`config.mk`:
```
export PLATFORM = sky130hd
export DESIGN_NAME = rfsh_ctr_top
export DESIGN_NICKNAME = d
export VERILOG_FILES = /design/src/rtl/rfsh_pkg.sv /design/src/rtl/rfsh_limit_reg.sv /design/src/rtl/rfsh_row_ctr.sv /design/src/rtl/rfsh_burst_ctl.sv /design/src/rtl/rfsh_force_req.sv /design/src/rtl/rfsh_ctr_top.sv
export SDC_FILE = /design/constraint.sdc
export NUM_CORES = 1
export LEC_CHECK = 0
export BUFFER_PORTS_ARGS = -buffer_cell sky130_fd_sc_hd__buf_2
export CAP_MARGIN = 15
export CORE_ASPECT_RATIO = 0.8
export CORE_MARGIN = 3
export CORE_UTILIZATION = 52
export DETAILED_ROUTE_END_ITERATION = 7
export GPL_TIMING_DRIVEN = 0
export PLACE_DENSITY_LB_ADDON = 0.08
export SYNTH_ARGS = -nofsm -noshare
export SYNTH_HDL_FRONTEND = slang
export SYNTH_SLANG_ARGS = --single-unit
```
`constraint.sdc`:
```
create_clock -name clk -period 1.8 [get_ports clk]
set_clock_uncertainty 0.2 [all_clocks]
set_input_delay 0.18 -clock clk [delete_from_list [all_inputs] [get_ports clk]]
set_output_delay 0.18 -clock clk [all_outputs]
set_load 0.005 [all_outputs]
```
`src/rtl/rfsh_pkg.sv`:
```
// Package: shared mode encoding for the refresh row counter.
// Assumes a 3-bit mode bus; only modes 1, 2, 5 and 7 change this block's behaviour.
package rfsh_pkg;

    typedef enum logic [2:0] {
        MODE_EXT_ACCESS  = 3'd0,
        MODE_FORCED      = 3'd1,
        MODE_BURST       = 3'd2,
        MODE_ALL_ROW     = 3'd3,
        MODE_EXT_REFRESH = 3'd4,
        MODE_AUTO_HIDDEN = 3'd5,
        MODE_AUTO_FAST   = 3'd6,
        MODE_SETUP       = 3'd7
    } rfsh_mode_e;

    typedef logic [1:0] lim_sel_t;

endpackage

```
`src/rtl/rfsh_limit_reg.sv`:
```
// Module: terminal-count select register.
// Holds the 2-bit select that is loaded in set-up mode and turns it into a count value.
// Assumes CW >= 3. The select resets to the smallest limit, 2^(CW-2)-1.
module rfsh_limit_reg
    import rfsh_pkg::*;
#(
    parameter int CW = 9
) (
    input  logic          clk,
    input  logic          rst_n,
    input  logic          load_i,
    input  lim_sel_t      sel_i,
    output logic [CW-1:0] limit_o
);

    localparam logic [CW-1:0] LIM_SMALL = {2'b00, {(CW-2){1'b1}}};
    localparam logic [CW-1:0] LIM_MID   = {1'b0,  {(CW-1){1'b1}}};
    localparam logic [CW-1:0] LIM_FULL  = {CW{1'b1}};

    lim_sel_t sel_q;

    // Purpose: capture the select while in set-up mode, otherwise hold.
    always_ff @(posedge clk) begin
        if (!rst_n) begin
            sel_q <= 2'b00;
        end else if (load_i) begin
            sel_q <= sel_i;
        end
    end

    // Purpose: decode the held select into the terminal count value.
    always_comb begin
        if (sel_q[1]) begin
            limit_o = LIM_FULL;
        end else if (sel_q[0]) begin
            limit_o = LIM_MID;
        end else begin
            limit_o = LIM_SMALL;
        end
    end

    // select only moves in set-up mode
    a_r2_sel_hold: assert property (@(posedge clk) disable iff (!rst_n)
        !load_i |=> $stable(sel_q));
    // set-up mode loads the presented select
    a_r2_sel_load: assert property (@(posedge clk) disable iff (!rst_n)
        load_i |=> (sel_q == $past(sel_i)));

endmodule

```
`src/rtl/rfsh_row_ctr.sv`:
```
// Module: refresh row counter.
// Detects the falling edge of the refresh strobe and steps the row address on it.
// Wraps to zero after the terminal count and clears on request.
// Assumes the strobe is synchronous to clk. Clear has priority over a step.
module rfsh_row_ctr #(
    parameter int CW = 9
) (
    input  logic          clk,
    input  logic          rst_n,
    input  logic          strobe_i,
    input  logic          clr_i,
    input  logic [CW-1:0] limit_i,
    output logic [CW-1:0] cnt_o,
    output logic          done_o,
    output logic          at_limit_o
);

    logic          strb_q;
    logic [CW-1:0] cnt_q;

    // Purpose: remember the strobe level of the previous cycle.
    always_ff @(posedge clk) begin
        if (!rst_n) begin
            strb_q <= 1'b0;
        end else begin
            strb_q <= strobe_i;
        end
    end

    assign done_o     = strb_q & ~strobe_i;
    assign at_limit_o = (cnt_q == limit_i);
    assign cnt_o      = cnt_q;

    // Purpose: clear, wrap or step the row address.
    always_ff @(posedge clk) begin
        if (!rst_n) begin
            cnt_q <= '0;
        end else if (clr_i) begin
            cnt_q <= '0;
        end else if (done_o) begin
            if (at_limit_o) begin
                cnt_q <= '0;
            end else begin
                cnt_q <= cnt_q + CW'(1);
            end
        end
    end

    // an accepted clear empties the counter
    a_r6_clear: assert property (@(posedge clk) disable iff (!rst_n)
        clr_i |=> (cnt_q == '0));
    // completion at the terminal count wraps to zero
    a_r4_wrap: assert property (@(posedge clk) disable iff (!rst_n)
        (done_o && at_limit_o && !clr_i) |=> (cnt_q == '0));
    // completion below the terminal count steps by one
    a_r3_step: assert property (@(posedge clk) disable iff (!rst_n)
        (done_o && !at_limit_o && !clr_i) |=> (cnt_q == $past(cnt_q) + CW'(1)));
    // no completion and no clear means no change
    a_r3_hold: assert property (@(posedge clk) disable iff (!rst_n)
        (!done_o && !clr_i) |=> $stable(cnt_q));

endmodule

```
`src/rtl/rfsh_burst_ctl.sv`:
```
// Module: burst refresh control.
// While burst mode is selected it asks for refresh cycles until the row at
// the terminal count has been refreshed. It then stays quiet until burst mode is left.
// Assumes the sequencer issues strobes only while burst_run_o is high.
module rfsh_burst_ctl (
    input  logic clk,
    input  logic rst_n,
    input  logic burst_mode_i,
    input  logic done_i,
    input  logic at_limit_i,
    input  logic clr_i,
    output logic burst_run_o
);

    logic fin_q;

    // Purpose: latch the end of the sweep; forget it on leaving burst mode.
    always_ff @(posedge clk) begin
        if (!rst_n) begin
            fin_q <= 1'b0;
        end else if (!burst_mode_i) begin
            fin_q <= 1'b0;
        end else if (done_i && at_limit_i && !clr_i) begin
            fin_q <= 1'b1;
        end
    end

    assign burst_run_o = burst_mode_i & ~fin_q;

    // the sweep ends when the terminal row has been refreshed
    a_r7_stop: assert property (@(posedge clk) disable iff (!rst_n)
        (burst_mode_i && done_i && at_limit_i && !clr_i) |=> fin_q);
    // a finished sweep stays finished while in burst mode
    a_r7_sticky: assert property (@(posedge clk) disable iff (!rst_n)
        (burst_mode_i && fin_q) |=> fin_q);
    // leaving burst mode re-arms the sweep
    a_r7_rearm: assert property (@(posedge clk) disable iff (!rst_n)
        !burst_mode_i |=> !fin_q);

endmodule

```
`src/rtl/rfsh_force_req.sv`:
```
// Module: forced-refresh request timer.
// In automatic access mode it counts cycles since the last refresh completion.
// It raises a request after INTERVAL of them. A completion in forced mode drops the request.
// Assumes INTERVAL >= 2. The timer holds in modes other than automatic access.
module rfsh_force_req #(
    parameter int INTERVAL = 16,
    localparam int TW = (INTERVAL > 2) ? $clog2(INTERVAL) : 1
) (
    input  logic clk,
    input  logic rst_n,
    input  logic auto_mode_i,
    input  logic forced_mode_i,
    input  logic done_i,
    output logic req_o
);

    localparam logic [TW-1:0] LAST = TW'(INTERVAL - 1);

    logic [TW-1:0] tmr_q;
    logic          req_q;
    logic          expire;

    assign expire = auto_mode_i && !req_q && !done_i && (tmr_q == LAST);

    // Purpose: restart the timer on completion, advance it while waiting.
    always_ff @(posedge clk) begin
        if (!rst_n) begin
            tmr_q <= '0;
        end else if (done_i) begin
            tmr_q <= '0;
        end else if (auto_mode_i && !req_q) begin
            if (tmr_q == LAST) begin
                tmr_q <= '0;
            end else begin
                tmr_q <= tmr_q + TW'(1);
            end
        end
    end

    // Purpose: set the request on expiry, drop it when the forced refresh completes.
    always_ff @(posedge clk) begin
        if (!rst_n) begin
            req_q <= 1'b0;
        end else if (expire) begin
            req_q <= 1'b1;
        end else if (forced_mode_i && done_i) begin
            req_q <= 1'b0;
        end
    end

    assign req_o = req_q;

    // a completion in forced mode clears the request
    a_r9_clear: assert property (@(posedge clk) disable iff (!rst_n)
        (req_q && forced_mode_i && done_i) |=> !req_q);
    // otherwise a pending request persists
    a_r9_persist: assert property (@(posedge clk) disable iff (!rst_n)
        (req_q && !(forced_mode_i && done_i)) |=> req_q);
    // a request only appears out of automatic access mode
    a_r8_origin: assert property (@(posedge clk) disable iff (!rst_n)
        (!req_q && !auto_mode_i) |=> !req_q);

endmodule

```
`src/rtl/rfsh_ctr_top.sv`:
```
// Module: refresh row counter top.
// Decodes the mode and drives the shared refresh pin. It connects the
// limit register, the row counter, the burst control and the forced-refresh timer.
// Assumes all inputs, including the sampled pin level, are synchronous to clk.
module rfsh_ctr_top
    import rfsh_pkg::*;
#(
    parameter int CW       = 9,
    parameter int INTERVAL = 16
) (
    input  logic          clk,
    input  logic          rst_n,
    input  logic [2:0]    mode_i,
    input  logic [1:0]    lim_sel_i,
    input  logic          rstrb_i,
    input  logic          rio_i,
    output logic          rio_oe_o,
    output logic [CW-1:0] row_addr_o,
    output logic          burst_run_o
);

    rfsh_mode_e    mode;
    logic [CW-1:0] limit;
    logic          done;
    logic          at_limit;
    logic          clr;
    logic          req;
    logic          req_view;

    assign mode     = rfsh_mode_e'(mode_i);
    assign req_view = (mode == MODE_FORCED) || (mode == MODE_AUTO_HIDDEN);

    // Purpose: pick what the shared pin reports, and accept an external clear only while not driving.
    always_comb begin
        rio_oe_o = req_view ? req : at_limit;
        clr      = !rio_oe_o && !rio_i;
    end

    rfsh_limit_reg #(.CW(CW)) u_limit (
        .clk     (clk),
        .rst_n   (rst_n),
        .load_i  (mode == MODE_SETUP),
        .sel_i   (lim_sel_i),
        .limit_o (limit)
    );

    rfsh_row_ctr #(.CW(CW)) u_ctr (
        .clk        (clk),
        .rst_n      (rst_n),
        .strobe_i   (rstrb_i),
        .clr_i      (clr),
        .limit_i    (limit),
        .cnt_o      (row_addr_o),
        .done_o     (done),
        .at_limit_o (at_limit)
    );

    rfsh_burst_ctl u_burst (
        .clk          (clk),
        .rst_n        (rst_n),
        .burst_mode_i (mode == MODE_BURST),
        .done_i       (done),
        .at_limit_i   (at_limit),
        .clr_i        (clr),
        .burst_run_o  (burst_run_o)
    );

    rfsh_force_req #(.INTERVAL(INTERVAL)) u_force (
        .clk           (clk),
        .rst_n         (rst_n),
        .auto_mode_i   (mode == MODE_AUTO_HIDDEN),
        .forced_mode_i (mode == MODE_FORCED),
        .done_i        (done),
        .req_o         (req)
    );

    // the pin is never sampled while the block drives it
    a_r6_no_self_clear: assert property (@(posedge clk) disable iff (!rst_n)
        rio_oe_o |=> ($past(row_addr_o) == '0) || (row_addr_o != '0) || $past(done));

endmodule

```
# Word-level counts from Yosys, hierarchy flattened
# Index checks and enable logic that the tools add are counted.
# Widths: inputs -> output; s select.
op_classes:
  addsub: 2
  n_reduce_logical: 17
  bitwise_logic: 5
  eq_ne: 6
  mux: 7
ops:
  columns: ["cell", "n"]
  rows:
  - ["$mux 9", 2]
  - ["$add 9x1->9 const B", 1]
  - ["$eq 9x9->1", 1]
  - ["$mux 8", 1]
  - ["$logic_and 1x1->1", 7]
  - ["$eq 3x3->1 const B", 2]
  - ["$logic_not 1->1", 5]
  - ["$add 4x1->4 const B", 1]
  - ["$eq 4x4->1 const B", 1]
  - ["$mux 4", 1]
  - ["$reduce_or 2->1", 2]
  - ["$eq 3x1->1 const B", 1]
  - ["$eq 3x2->1 const B", 1]
  - ["$mux 1", 3]
  - ["$not 1->1", 3]
  - ["$and 1x1->1", 2]
  - ["$reduce_and 2->1", 1]
  - ["$reduce_bool 2->1", 1]
  - ["$logic_or 1x1->1", 1]
totals:
  register_bits: 18
  inputBits: 9
  wordCells: 43
  out_inout_bits: 11

# Depth between registers and ports, before layout
# Gate-level depths: netlist (run 1).
logic_depth:
  depth_word: 8
  mapped_depth: 5

# Modules after synthesis
# From an unflattened synthesis (run 1), not the netlist that was laid out.
hier_totals:
  hier_cells: 117
  hier_area_um2: 1049.8
modules_own_cells:
  columns: ["module", "cells_per_inst", "instances", "area_per_inst_um2"]
  rows:
  - ["rfsh_row_ctr", 61, 1, 561.8]
  - ["rfsh_force_req", 27, 1, 237.7]
  - ["rfsh_limit_reg", 16, 1, 142.6]
  - ["rfsh_ctr_top", 9, 1, 62.6]
  - ["rfsh_burst_ctl", 4, 1, 45.0]

# Worst setup path after synthesis (run 1)
# OpenSTA, ideal clock, no wires.
synth_timing:
  kind: "register -> register"
  from: "reg u_ctr.cnt_q[0] (netlist: u_ctr.cnt_o[0])"
  to: "reg u_ctr.cnt_q[8] (netlist: u_ctr.cnt_o[8])"
  arrival_ps: 1346
  setup_time_ps: 68
  path_slack_ps: 185
  path_stages_with_launch: 6
  cell_sequence: "dfxtp_1 > ha_1 > and4b_4 > nand3_1 > or3_1 > a21oi_2"
synth_via:
  elab_chain_len: 5
  elab_cells_between_ends: 7
  cone_classes: "add/sub (1); eq/ne (1); mux (2); reduce/logical (3)"
synth_rtl:
  columns: ["element", "line_no", "source"]
  rows:
  - ["start: declaration", "rfsh_row_ctr.sv:19", "logic [CW-1:0] cnt_q;"]
  - ["start signal: assignment", "rfsh_row_ctr.sv:44", "cnt_q <= cnt_q + CW'(1);"]
  - ["parallel branches: the longest is 5 deep, another holds $add 9x1->9", null, null]
# Parallel ways; which one is timed is not known.
# A chain may end at the register's enable or synchronous reset.

# Worst setup path after layout (run 1)
layout_timing:
  from: "reg u_limit.sel_q[0]"
  to: "out rio_oe_o"
layout_via:
  elab_chain_len: 4
layout_rtl:
  columns: ["element", "line_no", "source"]
  rows:
  - ["start: declaration", "rfsh_limit_reg.sv:20", "lim_sel_t sel_q;"]
  - ["start signal: assignment", "rfsh_limit_reg.sv:27", "sel_q <= sel_i;"]
  - ["$mux 8", "rfsh_limit_reg.sv:35", "end else if (sel_q[0]) begin"]
  - ["$mux 9", "rfsh_limit_reg.sv:33", "if (sel_q[1]) begin"]
  - ["$eq 9x9->1", "rfsh_row_ctr.sv:31", "assign at_limit_o = (cnt_q == limit_i);"]
  - ["$mux 1", "rfsh_ctr_top.sv:35", "rio_oe_o = req_view ? req : at_limit;"]
  - ["end: declaration", "rfsh_ctr_top.sv:17", "output logic rio_oe_o,"]
# Every way passes these cells.

==> impl_metrics.json, run 1 <==
{
  "run_status": "complete, but fails checks",
  "violations": "negative setup slack",
  "ys_seq_elements": 18,
  "critPathSlowestCell": "dfxtp_2",
  "timing.final.ws_setup_ns": -0.0418,
  "p_int_mw": 0.556,
  "synth_edf_count": 0,
  "die_w_um": 52.9,
  "worstSkewPairLatency_ns": 0.30,
  "slew_violations": 0,
  "ys.flop_type": "dfxtp_1",
  "async_flop_share": 0,
  "vias_per_cell": 5.76,
  "crit_type": "register to output pin",
  "r2r_cells": 5,
  "wirelength_um": 2300,
  "tightest_slew_ns": 0.554,
  "p_seq_frac": 0.554,
  "ys_warn_count": 0,
  "leakagePower_nw": 0.475,
  "start_util": 0.603,
  "grt_pass1_wl_um": 3560,
  "syn_to_final_growth_pct": 33.1,
  "ys_top_cells_by_count": "dfxtp_1, nand2_1, nor2_1",
  "fmax_ghz": 0.543,
  "required_ns": 1.42,
  "io_buffers": 19,
  "relSlewSlack": 0.629,
  "die_y_um": 43.5,
  "hold_depth": 3,
  "drt_iter0_drc": 26,
  "rsz0062_at_grt": "true",
  "synth_most_common_cell": "dfxtp_1",
  "core_um2": 1520,
  "crit_fanout": 2,
  "yosys.area.top_type": "dfxtp_1",
  "yosys-top-cells-area": "dfxtp_1, xor2_1, mux2i_1",
  "die-area_um2": 2300,
  "clock-root-buffer": "clkbuf_4",
  "drive_gt1_frac": 0.346,
  "cts.clk_slew.worst_paths_ns": 0.10,
  "endpoint_kind": "output pin",
  "clk_path_buf_depth": 2,
  "final_cell_count_no_fill": 154,
  "setup_violations": 1,
  "combPwrFrac": 0.096,
  "dpl.cell_count": 140,
  "syn_nets": 111,
  "core.rowCount": 12,
  "nets": 145,
  "fin_crit_ns": 1.84,
  "fill_cells": 106,
  "synth_cell_type_count": 35,
  "gp_congestion": 0.735,
  "hp-class": "input port to register",
  "finalPower_mw": 0.726,
  "overflow": 0,
  "cts_tree": "done",
  "clkPwrFrac": 0.350,
  "powerDensity_nw_per_um2": 596,
  "syn-instance-count": 100,
  "grt_pass1_vias": 784,
  "crit_arrival_ns": 1.46,
  "boundaryPins": 20,
  "antenna_found_initial": 0,
  "wl_per_cell_um": 14.9,
  "drv_cap": 0,
  "syn-cell-area_um2": 915,
  "ys_seq_area_frac": 0.394,
  "p_sw_mw": 0.170,
  "ant_nets": 0,
  "cts_buffers": 3,
  "drc": 0,
  "num_antenna_cells": 0,
  "slowest_delay_ns": 0.35,
  "syn_area_per_cell_um2": 9.15,
  "grt.total_usage": 0.206,
  "dpl.hpwl_um": 1430,
  "ir_worst_vdd_mv": 0.730,
  "synth_top_area_share": 0.394,
  "path_cells": "xor2_1, o31a_2, o31ai_2, buf_2",
  "final-hold-violation-count": 0,
  "start_kind": "register",
  "sw_frac_of_total": 0.234,
  "fin_crit_sh": 1.02,
  "grt_max_degree": 11,
  "firstDrtPassIters": 5,
  "num_vias": 887,
  "cts.sinks": 18,
  "htreeDepth": 1
}
==> state kept, by name, indices dropped and copies added (netlist names) <==
signal         cells
u_ctr.cnt_o        9
u_force.tmr_q      4
u_limit.sel_q      2
u_burst.fin_q      1
u_ctr.strb_q       1
u_force.req_o      1
==> layout by cell type (no fill, tap or decap), types with 2 or more instances in the layout <==
master and n:
nor2_1 8, dfxtp_1 10, nor3_2 2, buf_4 2
dfxtp_4 4, o31ai_2 2, dfxtp_2 4, nor3_1 6
nor2b_1 4, a21oi_1 3, xor2_1 5, buf_2 20
nand4_1 3, xnor2_1 4, mux2i_1 4, nand2_1 9
clkbuf_4 3, dlygate4sd3_1 8, nand2b_1 2, and2_1 2
o21ai_0 2, nand3_1 4
==> power groups by stage <==
stage	clock [mW]	combinational [mW]	sequential, mW
floorplan	0	0.0309	0.416
global placement	0	0.0511	0.416
detailed placement	0	0.0528	0.417
CTS	0.262	0.0669	0.406
global route	0.268	0.0763	0.403
finish	0.254	0.0698	0.402
==> layout make-up <==
class / instances / area (um2) / area share
tap: 21 / 26.3 / 0.0216
inverter: 1 / 3.75 / 0.00308
multi-input combinational: 80 / 576 / 0.473
timing repair buffer: 29 / 190 / 0.156
buffer: 1 / 5.00 / 0.00411
clock buffer: 4 / 36.3 / 0.0298
sequential: 18 / 380 / 0.312
==> stage by stage <==
step                      hold WS [ns]  TNS (ns)  instance area (um2)   util  setup WS, ns
after CTS                       0.0200   -0.0964                 1180  0.777       -0.0964
after detailed placement         0.236         0                 1040  0.683        0.0663
final                           0.0316   -0.0418                 1220  0.803       -0.0418
after global placement           0.218         0                 1040  0.683        0.0933
after global routing            0.0650    -0.146                 1220  0.803       -0.0856
after floorplan                  0.102         0                  915      -         0.185
==> repair_timing <==
action                                  in CTS  in global routing
gates resized for setup                      7                 11
endpoints found under the setup margin       1                  6
hold buffers                                 8                  0
endpoints found under the hold margin        5                  0
pin swaps                                    2                  1
buffers inserted                             2                  0
==> cell families after synthesis <==
logic type,Yosys count,share of synthesized area
adders and majority gates,2,0.0274
buffers and inverters,2,0.00957
DFF,18,0.394
and+or+nand+nor,49,0.304
xor gates and xnor gates,9,0.0862
AOI/OAI and AO/OA,16,0.135
muxes,4,0.0438
==> worst max-delay path, delay by kind of cell (launching register included) <==
kind | cells | cell delay (ns)
AO/OA/AOI/OAI | 2 | 0.50
flip-flops | 1 | 0.35
buffers and inverters | 1 | 0.14
XOR/XNOR | 1 | 0.18
==> path summary, 6_finish.rpt <==
kind / start / endpoint / slack (ns)
hold reg to reg: u_force.tmr_q[3] / u_force.tmr_q[0] / 0.32
hold / removal: mode_i[2] / u_force.req_o / 0.03
setup / recovery: u_limit.sel_q[0] / rio_oe_o / -0.04
setup reg to reg: u_limit.sel_q[0] / u_ctr.cnt_o[5] / 0.01
==> metal layers <==
metal  share of wire  up-vias  wire (um)  track usage
met5               0        -          0            0
met4           0.020        0         47       0.0459
met3           0.056       12        129       0.0653
met2            0.47       34       1090        0.334
met1            0.45      411       1030        0.267
li1                -      430          -            -
No activity file was read; power rests on OpenSTA's default activity.
==> inputs of run 2 (changes only) <==
Settings changed: CORE_UTILIZATION 52 to 25, CTS_CLUSTER_SIZE from default to 24.
==> impl_metrics.json, run 2 (same netlist as run 1, synthesis figures left out) <==
{
  "tightest_slew_ns": 0.345,
  "syn_to_final_growth_pct": 34.7,
  "fin_hold_ws_ns": 0.0493,
  "wl_per_cell_um": 13.4,
  "drive_gt1_frac": 0.383,
  "finalPower_mw": 0.813,
  "boundaryPins": 20,
  "powerDensity_nw_per_um2": 660,
  "clock-root-buffer": "clkbuf_8",
  "crit_arrival_ns": 1.41,
  "firstDrtPassIters": 4,
  "die_y_um": 60.1,
  "htreeDepth": 1,
  "fmax_ghz": 0.560,
  "drv_cap": 0,
  "crit_type": "register to output pin",
  "nets": 140,
  "cts.clk_slew.worst_paths_ns": 0.08,
  "antenna_found_initial": 0,
  "vias_per_cell": 5.04,
  "dpl.cell_count": 159,
  "clk_path_buf_depth": 2,
  "hp-class": "input port to register",
  "grt_pass1_wl_um": 3790,
  "ant_nets": 0,
  "required_ns": 1.42,
  "grt_pass1_vias": 796,
  "num_vias": 847,
  "timing.final.ws_setup_ns": 0.0140,
  "fin_crit_sh": 0.992,
  "fin_crit_ns": 1.79,
  "busiest_layer": "met2",
  "cts_tree": "done",
  "grt_max_degree": 11,
  "leakagePower_nw": 0.460,
  "start_kind": "register",
  "grt.total_usage": 0.112,
  "start_util": 0.278,
  "final_common_cell": "buf_2",
  "run_status": "completed",
  "cts_buffers": 3,
  "die-area_um2": 4420,
  "wirelength_um": 2240,
  "grt_util_met3": 0.0437,
  "worstSkewPairLatency_ns": 0.26,
  "largest_register_ffs": 9,
  "slew_violations": 0,
  "drt_iter0_drc": 23,
  "overflow": 0,
  "num_antenna_cells": 0,
  "core.rowCount": 18,
  "final-hold-violation-count": 0,
  "gp_congestion": 0.720,
  "postLayoutCoreUtil": 0.375,
  "final_cell_mix": "buf_2, dfxtp_1, nand2_1",
  "dp_slack_ns": 0.0510,
  "grt_util_met1": 0.158,
  "endpoint_kind": "output pin",
  "setup_violations": 0,
  "dpl.hpwl_um": 1590,
  "drc": 0,
  "ir_worst_vdd_mv": 0.333,
  "die_w_um": 73.6,
  "io_buffers": 19,
  "met2_usage": 0.159,
  "rsz0062_at_grt": "true",
  "crit_fanout": 2,
  "cts.sinks": 18,
  "relSlewSlack": 0.768,
  "final_cell_count_no_fill": 168,
  "core_um2": 3290
}
==> run 2: final cells by class <==
| type | instances | area (um2) |
|---|---|---|
| Buffer | 1 | 5.00 |
| Clock buffer | 4 | 55.1 |
| Fill cell | 344 | 2060 |
| Inverter | 1 | 3.75 |
| Multi-Input combinational cell | 80 | 592 |
| Sequential cell | 18 | 380 |
| Tap cell | 40 | 50.0 |
| Timing Repair Buffer | 24 | 146 |
==> run 2: what timing repair did <==
action	CTS	global route
endpoints found under the hold margin	3	0
buffers inserted	2	0
pin swaps	2	2
resized for setup	11	12
hold buffers	3	0
setup endpoints to repair	1	10
==> run 2: per-stage QoR <==
stage                     cell area, um2  TNS [ns]
after floorplan                      915         0
after global placement              1060         0
after detailed placement            1060         0
after CTS                           1190   -0.0547
after global routing                1230   -0.0503
final                               1230         0
==> run 2: power by group <==
part	internal, mW	leakage, nW	switching (mW)
sequential	0.397	0.151	0.00475
clock	0.195	0.0288	0.151
combinational	0.0320	0.280	0.0342
total	0.623	0.460	0.190
==> run 2: worst paths after layout <==
path	startpoint	to	slack, ns	cells after the start
max	u_ctr.cnt_o[7]	rio_oe_o	0.01	4
min	mode_i[1]	u_burst.fin_q	0.05	2
max reg2reg	u_ctr.cnt_o[7]	u_ctr.cnt_o[7]	0.08	5
min reg2reg	u_force.tmr_q[3]	u_force.tmr_q[0]	0.29	1
==> run 2: critical path, stage by stage (launching register included) <==
cell,delay [ns]
dfxtp_4,0.36
xor2_2,0.15
o31a_2,0.31
o31ai_2,0.18
buf_2,0.15
==> run 2: per-layer routing <==
layer,vias to the layer above,share of wire
li1,419,-
met5,-,0
met4,0,0.014
met3,4,0.066
met1,389,0.53
met2,35,0.39
